[config.mk]
export PLATFORM = sky130hd
export DESIGN_NAME = strobe_reg_slave
export DESIGN_NICKNAME = d
export VERILOG_FILES = /design/src/rtl/srs_pkg.sv /design/src/rtl/srs_sync.sv /design/src/rtl/srs_frame.sv /design/src/rtl/srs_pulse.sv /design/src/rtl/srs_regs.sv /design/src/rtl/strobe_reg_slave.sv
export SDC_FILE = /design/constraint.sdc
export NUM_CORES = 1
export LEC_CHECK = 0
export BUFFER_PORTS_ARGS = -buffer_cell sky130_fd_sc_hd__buf_2
export CAP_MARGIN = 20
export CORE_MARGIN = 3
export CORE_UTILIZATION = 52
export CTS_CLUSTER_DIAMETER = 30
export DETAILED_ROUTE_END_ITERATION = 16
export PLACE_DENSITY = 0.76
export SLEW_MARGIN = 15
export SYNTH_ARGS = -nofsm -noshare
export SYNTH_HDL_FRONTEND = slang
export SYNTH_SLANG_ARGS = --single-unit
[constraint.sdc]
create_clock -name clk_i -period 2.9 [get_ports clk_i]
set_clock_uncertainty 0.1 [all_clocks]
set_input_delay 0.145 -clock clk_i [delete_from_list [all_inputs] [get_ports clk_i]]
set_output_delay 0.145 -clock clk_i [all_outputs]
set_load 0.02 [all_outputs]
[src/rtl/srs_pkg.sv]
package srs_pkg;
  localparam int DATA_W = 32;
  localparam int ADDR_W = 8;
  localparam logic [ADDR_W-1:0] A_MODE = 8'h00;
  localparam logic [ADDR_W-1:0] A_MUX  = 8'h02;
  localparam logic [ADDR_W-1:0] A_RST  = 8'h80;
  localparam logic [ADDR_W-1:0] A_VER  = 8'hFF;
endpackage

[src/rtl/srs_sync.sv]
module srs_sync #(
  parameter int W = 1,
  parameter int STAGES = 2,
  parameter logic [W-1:0] RST_VAL = '0
) (
  input  logic         clk_i,
  input  logic         rst_ni,
  input  logic [W-1:0] d_i,
  output logic [W-1:0] q_o
);
  logic [W-1:0] pipe_q [STAGES];

  for (genvar g = 0; g < STAGES; g++) begin : g_stage
    if (g == 0) begin : g_first
      always_ff @(posedge clk_i or negedge rst_ni)
        if (!rst_ni) pipe_q[g] <= RST_VAL;
        else         pipe_q[g] <= d_i;
    end else begin : g_next
      always_ff @(posedge clk_i or negedge rst_ni)
        if (!rst_ni) pipe_q[g] <= RST_VAL;
        else         pipe_q[g] <= pipe_q[g-1];
    end
  end

  assign q_o = pipe_q[STAGES-1];
endmodule

[src/rtl/srs_frame.sv]
module srs_frame import srs_pkg::*; (
  input  logic              clk_i,
  input  logic              rst_ni,
  input  logic              sck_s_i,
  input  logic              stb_s_i,
  input  logic              mosi_s_i,
  input  logic [DATA_W-1:0] rd_data_i,
  output logic              cmd_valid_o,
  output logic              cmd_write_o,
  output logic [ADDR_W-1:0] cmd_addr_o,
  output logic [DATA_W-1:0] cmd_data_o,
  output logic              miso_o
);
  localparam int FRAME_W = DATA_W + ADDR_W;

  logic               sck_d_q, stb_d_q;
  logic [FRAME_W-1:0] shift_q;
  logic               rd_pend_q;
  logic [DATA_W-1:0]  out_q;
  logic               sck_rise, sck_fall, stb_rise;

  assign sck_rise = sck_s_i & ~sck_d_q;
  assign sck_fall = ~sck_s_i & sck_d_q;
  assign stb_rise = stb_s_i & ~stb_d_q;

  always_ff @(posedge clk_i or negedge rst_ni) begin
    if (!rst_ni) begin
      sck_d_q     <= 1'b0;
      stb_d_q     <= 1'b1;
      shift_q     <= '0;
      cmd_valid_o <= 1'b0;
      cmd_write_o <= 1'b0;
      cmd_addr_o  <= '0;
      cmd_data_o  <= '0;
      rd_pend_q   <= 1'b0;
      out_q       <= '0;
    end else begin
      sck_d_q     <= sck_s_i;
      stb_d_q     <= stb_s_i;
      cmd_valid_o <= 1'b0;
      if (sck_rise) begin
        if (stb_s_i) begin
          shift_q <= {shift_q[FRAME_W-2:0], mosi_s_i};
        end else begin
          // strobed clock: commit, mosi level picks direction
          cmd_valid_o <= 1'b1;
          cmd_write_o <= mosi_s_i;
          cmd_addr_o  <= shift_q[ADDR_W-1:0];
          cmd_data_o  <= shift_q[FRAME_W-1:ADDR_W];
          rd_pend_q   <= ~mosi_s_i;
        end
      end
      if (stb_rise && rd_pend_q) begin
        out_q     <= rd_data_i;
        rd_pend_q <= 1'b0;
      end else if (sck_fall) begin
        out_q <= {out_q[DATA_W-2:0], 1'b0};
      end
    end
  end

  assign miso_o = out_q[DATA_W-1];
endmodule

[src/rtl/srs_pulse.sv]
module srs_pulse #(
  parameter int PULSE_W = 16
) (
  input  logic clk_i,
  input  logic rst_ni,
  input  logic start_i,
  output logic busy_o,
  output logic done_o
);
  localparam int CW = $clog2(PULSE_W + 1);
  localparam logic [CW-1:0] LOAD = CW'(PULSE_W);

  logic [CW-1:0] cnt_q;

  always_ff @(posedge clk_i or negedge rst_ni)
    if (!rst_ni)           cnt_q <= '0;
    else if (start_i)      cnt_q <= LOAD;
    else if (cnt_q != '0)  cnt_q <= cnt_q - 1'b1;

  assign busy_o = (cnt_q != '0);
  assign done_o = (cnt_q == CW'(1));
endmodule

[src/rtl/srs_regs.sv]
module srs_regs import srs_pkg::*; #(
  parameter logic [DATA_W-1:0] VERSION = 32'h0001_0203
) (
  input  logic              clk_i,
  input  logic              rst_ni,
  input  logic              cmd_valid_i,
  input  logic              cmd_write_i,
  input  logic [ADDR_W-1:0] cmd_addr_i,
  input  logic [DATA_W-1:0] cmd_data_i,
  input  logic              pulse_busy_i,
  input  logic              pulse_done_i,
  output logic [DATA_W-1:0] rd_data_o,
  output logic [DATA_W-1:0] mode_o,
  output logic [DATA_W-1:0] mux_o,
  output logic [DATA_W-1:0] rst_val_o,
  output logic              pulse_start_o
);
  logic wr;
  assign wr = cmd_valid_i & cmd_write_i;

  always_ff @(posedge clk_i or negedge rst_ni) begin
    if (!rst_ni) begin
      mode_o <= '0;
      mux_o  <= '0;
    end else if (wr) begin
      if (cmd_addr_i == A_MODE) mode_o <= cmd_data_i;
      if (cmd_addr_i == A_MUX)  mux_o  <= cmd_data_i;
    end
  end

  always_ff @(posedge clk_i or negedge rst_ni)
    if (!rst_ni)                          rst_val_o <= '0;
    else if (wr && cmd_addr_i == A_RST)   rst_val_o <= cmd_data_i;
    else if (pulse_done_i)                rst_val_o <= '0;

  // no retrigger while a pulse is running
  assign pulse_start_o = wr && (cmd_addr_i == A_RST) &&
                         (cmd_data_i == DATA_W'(1)) && !pulse_busy_i;

  always_comb begin
    unique case (cmd_addr_i)
      A_MODE:  rd_data_o = mode_o;
      A_MUX:   rd_data_o = mux_o;
      A_RST:   rd_data_o = rst_val_o;
      A_VER:   rd_data_o = VERSION;
      default: rd_data_o = '0;
    endcase
  end
endmodule

[src/rtl/strobe_reg_slave.sv]
module strobe_reg_slave import srs_pkg::*; #(
  parameter logic [DATA_W-1:0] VERSION = 32'h0001_0203,
  parameter int PULSE_W = 16,
  parameter int SYNC_STAGES = 2
) (
  input  logic              clk_i,
  input  logic              rst_ni,
  input  logic              sck_i,
  input  logic              mosi_i,
  input  logic              stb_ni,
  output logic              miso_o,
  output logic              sys_rst_no,
  output logic [DATA_W-1:0] mode_o,
  output logic [DATA_W-1:0] mux_o
);
  logic [2:0]        sync_q;
  logic              cmd_valid, cmd_write;
  logic [ADDR_W-1:0] cmd_addr;
  logic [DATA_W-1:0] cmd_data, rd_data, rst_val;
  logic              pulse_start, pulse_busy, pulse_done;

  srs_sync #(.W(3), .STAGES(SYNC_STAGES), .RST_VAL(3'b100)) u_sync (
    .clk_i (clk_i),
    .rst_ni(rst_ni),
    .d_i   ({stb_ni, mosi_i, sck_i}),
    .q_o   (sync_q)
  );

  srs_frame u_frame (
    .clk_i      (clk_i),
    .rst_ni     (rst_ni),
    .sck_s_i    (sync_q[0]),
    .stb_s_i    (sync_q[2]),
    .mosi_s_i   (sync_q[1]),
    .rd_data_i  (rd_data),
    .cmd_valid_o(cmd_valid),
    .cmd_write_o(cmd_write),
    .cmd_addr_o (cmd_addr),
    .cmd_data_o (cmd_data),
    .miso_o     (miso_o)
  );

  srs_regs #(.VERSION(VERSION)) u_regs (
    .clk_i        (clk_i),
    .rst_ni       (rst_ni),
    .cmd_valid_i  (cmd_valid),
    .cmd_write_i  (cmd_write),
    .cmd_addr_i   (cmd_addr),
    .cmd_data_i   (cmd_data),
    .pulse_busy_i (pulse_busy),
    .pulse_done_i (pulse_done),
    .rd_data_o    (rd_data),
    .mode_o       (mode_o),
    .mux_o        (mux_o),
    .rst_val_o    (rst_val),
    .pulse_start_o(pulse_start)
  );

  srs_pulse #(.PULSE_W(PULSE_W)) u_pulse (
    .clk_i  (clk_i),
    .rst_ni (rst_ni),
    .start_i(pulse_start),
    .busy_o (pulse_busy),
    .done_o (pulse_done)
  );

  assign sys_rst_no = ~pulse_busy;
endmodule

Word level (Yosys, flattened, before mapping) --
Cells that the tools add are included.
Storage, ports and cells: register bits 224, logic and storage cells 60
Operators by class: reduce and logical (&&, ||, !) cells 16, bitwise logic cells 10, mux-type cells 12, add/subtract/negate cells 1, eq/ne operators 6
Operators by type and width (count):
- 2-to-1 mux 32 bit | 4
- case mux 32 bit (4 select lines) | 1
- == test 32 x 1 -> 1 bit (second input constant) | 1
- == test 8 bit (second input constant) | 2
- 2-to-1 mux 5 bit | 2
- AND reduction 2 bit | 5
- == test 8 x 2 -> 1 bit (second input constant) | 1
- logical NOT 8 bit | 1
- nonzero test 2 bit | 4
- NOT 1 bit | 6
- == test 5 x 1 -> 1 bit (second input constant) | 1
- 2-to-1 mux 1 bit | 5
- nonzero test 5 bit | 1
- subtractor 5 x 1 -> 5 bit (second input constant) | 1
- AND 1 bit | 4
- logical AND 1 bit | 4
- inequality test 2 x 1 -> 1 bit (second input constant) | 1
- logical NOT 1 bit | 1

Depth between registers and ports, before layout --
depth in word-level cells 5, depth in mapped cells 7, depth with buffers taken out 7

Hierarchy --
A second synthesis with hierarchy kept.
Unflattened totals: cells, all modules 728, area total of the unflattened synthesis 9745.6 um2
Modules (own cells, without submodules):
- srs_regs | instances 1, sequential area each 2402.3 um2, cells an instance 372, area an instance 4663.2 um2
- srs_frame | instances 1, sequential area each 2929.1 um2, cells an instance 319, area an instance 4623.2 um2
- srs_pulse | instances 1, sequential area each 125.1 um2, cells an instance 27, area an instance 280.3 um2
- srs_sync | instances 1, sequential area each 152.6 um2, cells an instance 9, area an instance 175.2 um2
- strobe_reg_slave | instances 1, sequential area each 0.0 um2, cells an instance 1, area an instance 3.8 um2

Least setup slack after synthesis --
Ideal clock, no wire load.
path type register to register, from register u_frame.cmd_addr_o[1], to register u_pulse.cnt_q[0], arrival 2.039 ns, data required time 2.680 ns, slack 0.641 ns, library setup time 0.120 ns, clock period less this slack 2.259 ns, stages on the path, launching flop included 5, path through dfrtp_1 or4_4 nor4_4 or4b_1 a31o_1
On the way: cells in the longest elaborated chain, start to end 5
Ends and longest elaborated chain:
- start, declared | line srs_frame.sv:10 | output logic [ADDR_W-1:0] cmd_addr_o,
- start signal, assigned | line srs_frame.sv:48 | cmd_addr_o <= shift_q[ADDR_W-1:0];
- == test 8 bit * | line srs_regs.sv:37 | assign pulse_start_o = wr && (cmd_addr_i == A_RST) &&
- logical AND 1 bit * (2 in a row) | line srs_regs.sv:37
- logical AND 1 bit * | line srs_regs.sv:38 | (cmd_data_i == DATA_W'(1)) && !pulse_busy_i;
- 2-to-1 mux 5 bit or nonzero test 2 bit (tied branches)
- end signal, assigned | line srs_pulse.sv:18 | else if (cnt_q != '0) cnt_q <= cnt_q - 1'b1;
- end, declared | line srs_pulse.sv:13 | logic [CW-1:0] cnt_q;
Every way passes the cells marked *; elsewhere a longest branch is shown, timed or not. A chain may end at the register's enable or synchronous reset.

Worst setup path after layout --
from register u_frame.cmd_addr_o[5], to register u_regs.mux_o[31]
On the way: cells in the longest elaborated chain, start to end 2
Ends and longest elaborated chain:
- == test 8 x 2 -> 1 bit | line srs_regs.sv:27 | if (cmd_addr_i == A_MUX) mux_o <= cmd_data_i;
- AND reduction 2 bit (no line)
- end signal, assigned | line srs_regs.sv:27
- end, declared | line srs_regs.sv:14 | output logic [DATA_W-1:0] mux_o,
Every way passes these cells.

==> impl_results.md <==
* Outcome: finished, final reports clean
* GRT overflow at 0
* Antenna-violating nets left at 0
* Non-Filler Instances at 1012
* Gpl congestion at 0.761
* Vias at 6259
* First-pass GRT wire length at 35.9 mm
* Type of the worst setup path: flip-flop to flip-flop
* Maximum number of pins on one net before global-route repair at 93
* VDD IR-drop max at 518 uV
* Antenna Cells at 0
* Net count, final at 773
* Worst Tran Pin Value at 697 ps
* Final Hold Vio Count at 0
* Clock root buffer: clkbuf_16
* Inst Count DP at 940
* DR WL met3 at 1.26 mm
* Pwr/cell area at 784 nW/um2
* Fin util at 66.2%
* Worst setup path endpoint: u_regs.mux_o[31]
* Initial DRC Count at 427
* Max-slew violation count at 0
* Max Root-Sink Buffers at 3
* HPWL after DPL at 13.2 mm
* WP data arrival at 2760 ps
* CP Data Required Time at 3180 ps
* Uppermost layer routed: met4
* Reg-to-reg endpoint: u_regs.mux_o[31]
* Startpoint types: flip-flop
* Setup Viol. Count Final at 0
* Num ports at 71
* Overall die width at 139 um
* RSZ-0062 raised after global routing: false
* Share of the synthesized area in the top cell type at 60.5%
* Area Growth Syn to Fin at 22.3%
* Number of global-route vias before repair at 6611
* Die area at 19200 um2
* Seq/Total Area, Yosys at 61.4%
* Reg2Reg Depth at 4
* Reg2Reg Setup Slack at 420 ps
* Leakage at 5.64 nW
* WL per Instance at 21.8 um
* Setup TNS at 0 ps
* FF+latch count, synth at 224
* Final worst path period share at 85.6%
* Vert. Die Dim at 139 um
* Ranking of synthesized cells by area: dfrtp_1, mux2_2, a22o_1
* Fmax at 403 MHz
* WHS at 158 ps
* Fill cells at 1162
* Initial Util at 54.1%
* WL final at 22.0 mm
* WL met2 at 11.0 mm
* Drt via density at 6.18
* Setup crit start: u_frame.cmd_addr_o[5]
* Syn Inst Count at 671
* Syn avg cell area at 13.6 um2
* Remaining DRCs at 0
* Initial antenna violation count at 0
* Yosys cell types at 34
* Critical path endpoint category: flip-flop
* Post-CTS Setup Repair Bufs at 0
* Final Critical Period at 2480 ps
* Yosys warns at 0
* Max-slew headroom at 53.5%
* Clk pin slew, worst setup/hold paths at 50 ps
* CTS Sinks at 224
* Rows at 47
* Cell taking the most area after synthesis: dfrtp_1
* Hold Path Class: input port to async pin
* Global Route Usage Sum at 23.1%
* Total core area at 16900 um2
* M1 WL at 9.25 mm
* Max Cap Violations at 0
* Clock latency on the worst-skew pair at 510 ps
* RR Startpoint: u_frame.cmd_addr_o[5]
* Cell Area, Synth at 9140 um2
* Worst slack, placed at 459 ps
* Mapped Nets at 679
* Num CTS Buffers at 39
* Setup ws final at 419 ps
* CP Max Fanout at 27
* Count of input and output buffers at 70
* CTS tree: yes
* DR pass1 iterations at 4
* H-tree depth at 2
* Proportion of layout cells with a drive suffix above 1 at 39.5%
==> cells in the mapped netlist (all sizes together) <==
cell type	n
mux2i	6
a22oi	28
or4b	1
inv	6
nand3b	2
o21ai	36
nor2b	3
xor2	1
a211oi	3
clkbuf	37
buf	9
a31o	1
o22ai	3
and3b	1
nand4	4
nor4	9
ha	3
or4	3
or3	2
dfstp	3
mux2	141
o21a	1
dfrtp	221
and3	28
nand2	10
nor3b	1
nor2	8
a22o	63
a21oi	29
a221oi	3
nor3	5
==> area by class of cell <==
cell class / instances / area [um2] / area share, %
sequential: 224 / 5610 / 50.2
multi-input combinational: 395 / 3360 / 30.1
clock buffer: 48 / 1040 / 9.30
timing repair buffer: 99 / 626 / 5.60
tap: 220 / 275 / 2.46
clock inverter: 20 / 241 / 2.16
inverter: 6 / 22.5 / 0.202
==> power by group <==
part | internal [W] | switching (W) | leakage, nW | total (W)
clock network | 0.00298 | 0.00145 | 0.633 | 0.00443
logic | 0.000289 | 0.000605 | 1.94 | 0.000894
registers | 0.00329 | 0.000151 | 3.07 | 0.00344
total | 0.00655 | 0.00221 | 5.64 | 0.00876
==> worst max-delay path, cell delays in order, from the launching register on <==
cell	delay (ps)
dfrtp_1	400
or4_1	630
or4_1	660
buf_12	280
mux2_2	290
==> layer usage <==
metal  track usage [%]  vias to the layer above
met1              30.7                     3285
met2              38.2                      211
met4              7.70                        0
met5                 0                        -
li1                  -                     2717
met3              5.03                       46
==> flip-flops by register name, summed over array words and instances, names as in the netlist <==
name and count:
u_frame.cmd_valid_o 1, u_pulse.cnt_q 5, u_regs.rst_val_o 32, u_frame.out_q 32
u_sync.q_o 3, u_regs.mode_o 32, u_frame.cmd_addr_o 8, u_frame.shift_q 40
u_sync.pipe_q 3, u_frame.cmd_data_o 32, u_frame.cmd_write_o 1, u_frame.sck_d_q 1
u_regs.mux_o 32, u_frame.rd_pend_q 1, u_frame.stb_d_q 1
==> per-stage QoR <==
step | area, um2 | power (W)
floorplan | 9140 | 0.00396
global placement | 9850 | 0.00428
detailed placement | 9850 | 0.00434
CTS | 11200 | 0.00881
global route | 11200 | 0.00905
finish | 11200 | 0.00876
==> cell usage in the layout (no fill, tap or decap), drive strengths merged, types with 2 or more instances in the layout <==
| cell | instances |
|---|---|
| nor2 | 8 |
| nand4 | 4 |
| nand2 | 10 |
| bufinv | 5 |
| and3 | 28 |
| a21oi | 29 |
| a211oi | 3 |
| nor4 | 9 |
| o21ai | 36 |
| mux2i | 6 |
| ha | 3 |
| buf | 95 |
| dfstp | 3 |
| nor2b | 3 |
| mux2 | 141 |
| a22oi | 28 |
| clkbuf | 48 |
| nand3b | 2 |
| clkinvlp | 2 |
| a221oi | 3 |
| dfrtp | 221 |
| nor3 | 5 |
| clkinv | 10 |
| a22o | 63 |
| or4 | 3 |
| or3 | 2 |
| o22ai | 3 |
| dlygate4sd3 | 4 |
| inv | 9 |
==> worst min path at each step <==
stage	start	to	slack [ps]	cells past startpoint
final	rst_ni	u_frame.cmd_data_o[6]	160	2
after global routing	stb_ni	u_sync.pipe_q[5]	190	2
after global placement	rst_ni	u_frame.shift_q[12]	110	1
after detailed placement	rst_ni	u_frame.shift_q[12]	120	1
after CTS	mosi_i	u_sync.pipe_q[4]	170	2
after floorplan	rst_ni	u_frame.cmd_addr_o[0]	-250	0
==> cell families (layout without fill, tap and decap cells) <==
| family | count (synthesis) | in the layout | synth area share (%) |
|---|---|---|---|
| simple gates | 77 | 77 | 5.07 |
| fa+ha+maj | 3 | 3 | 0.411 |
| compound gates | 167 | 167 | 12.8 |
| mux | 147 | 147 | 18.0 |
| buf+inv | 52 | 173 | 2.20 |
| flops | 224 | 224 | 61.4 |
| xor+xnor | 1 | 1 | 0.0959 |
==> timing repair <==
action                    in CTS  in global routing
hold endpoints to repair      91                  0
resized for setup              0                  0
hold buffers                   4                  0
Power figures use the tool's default switching activity.
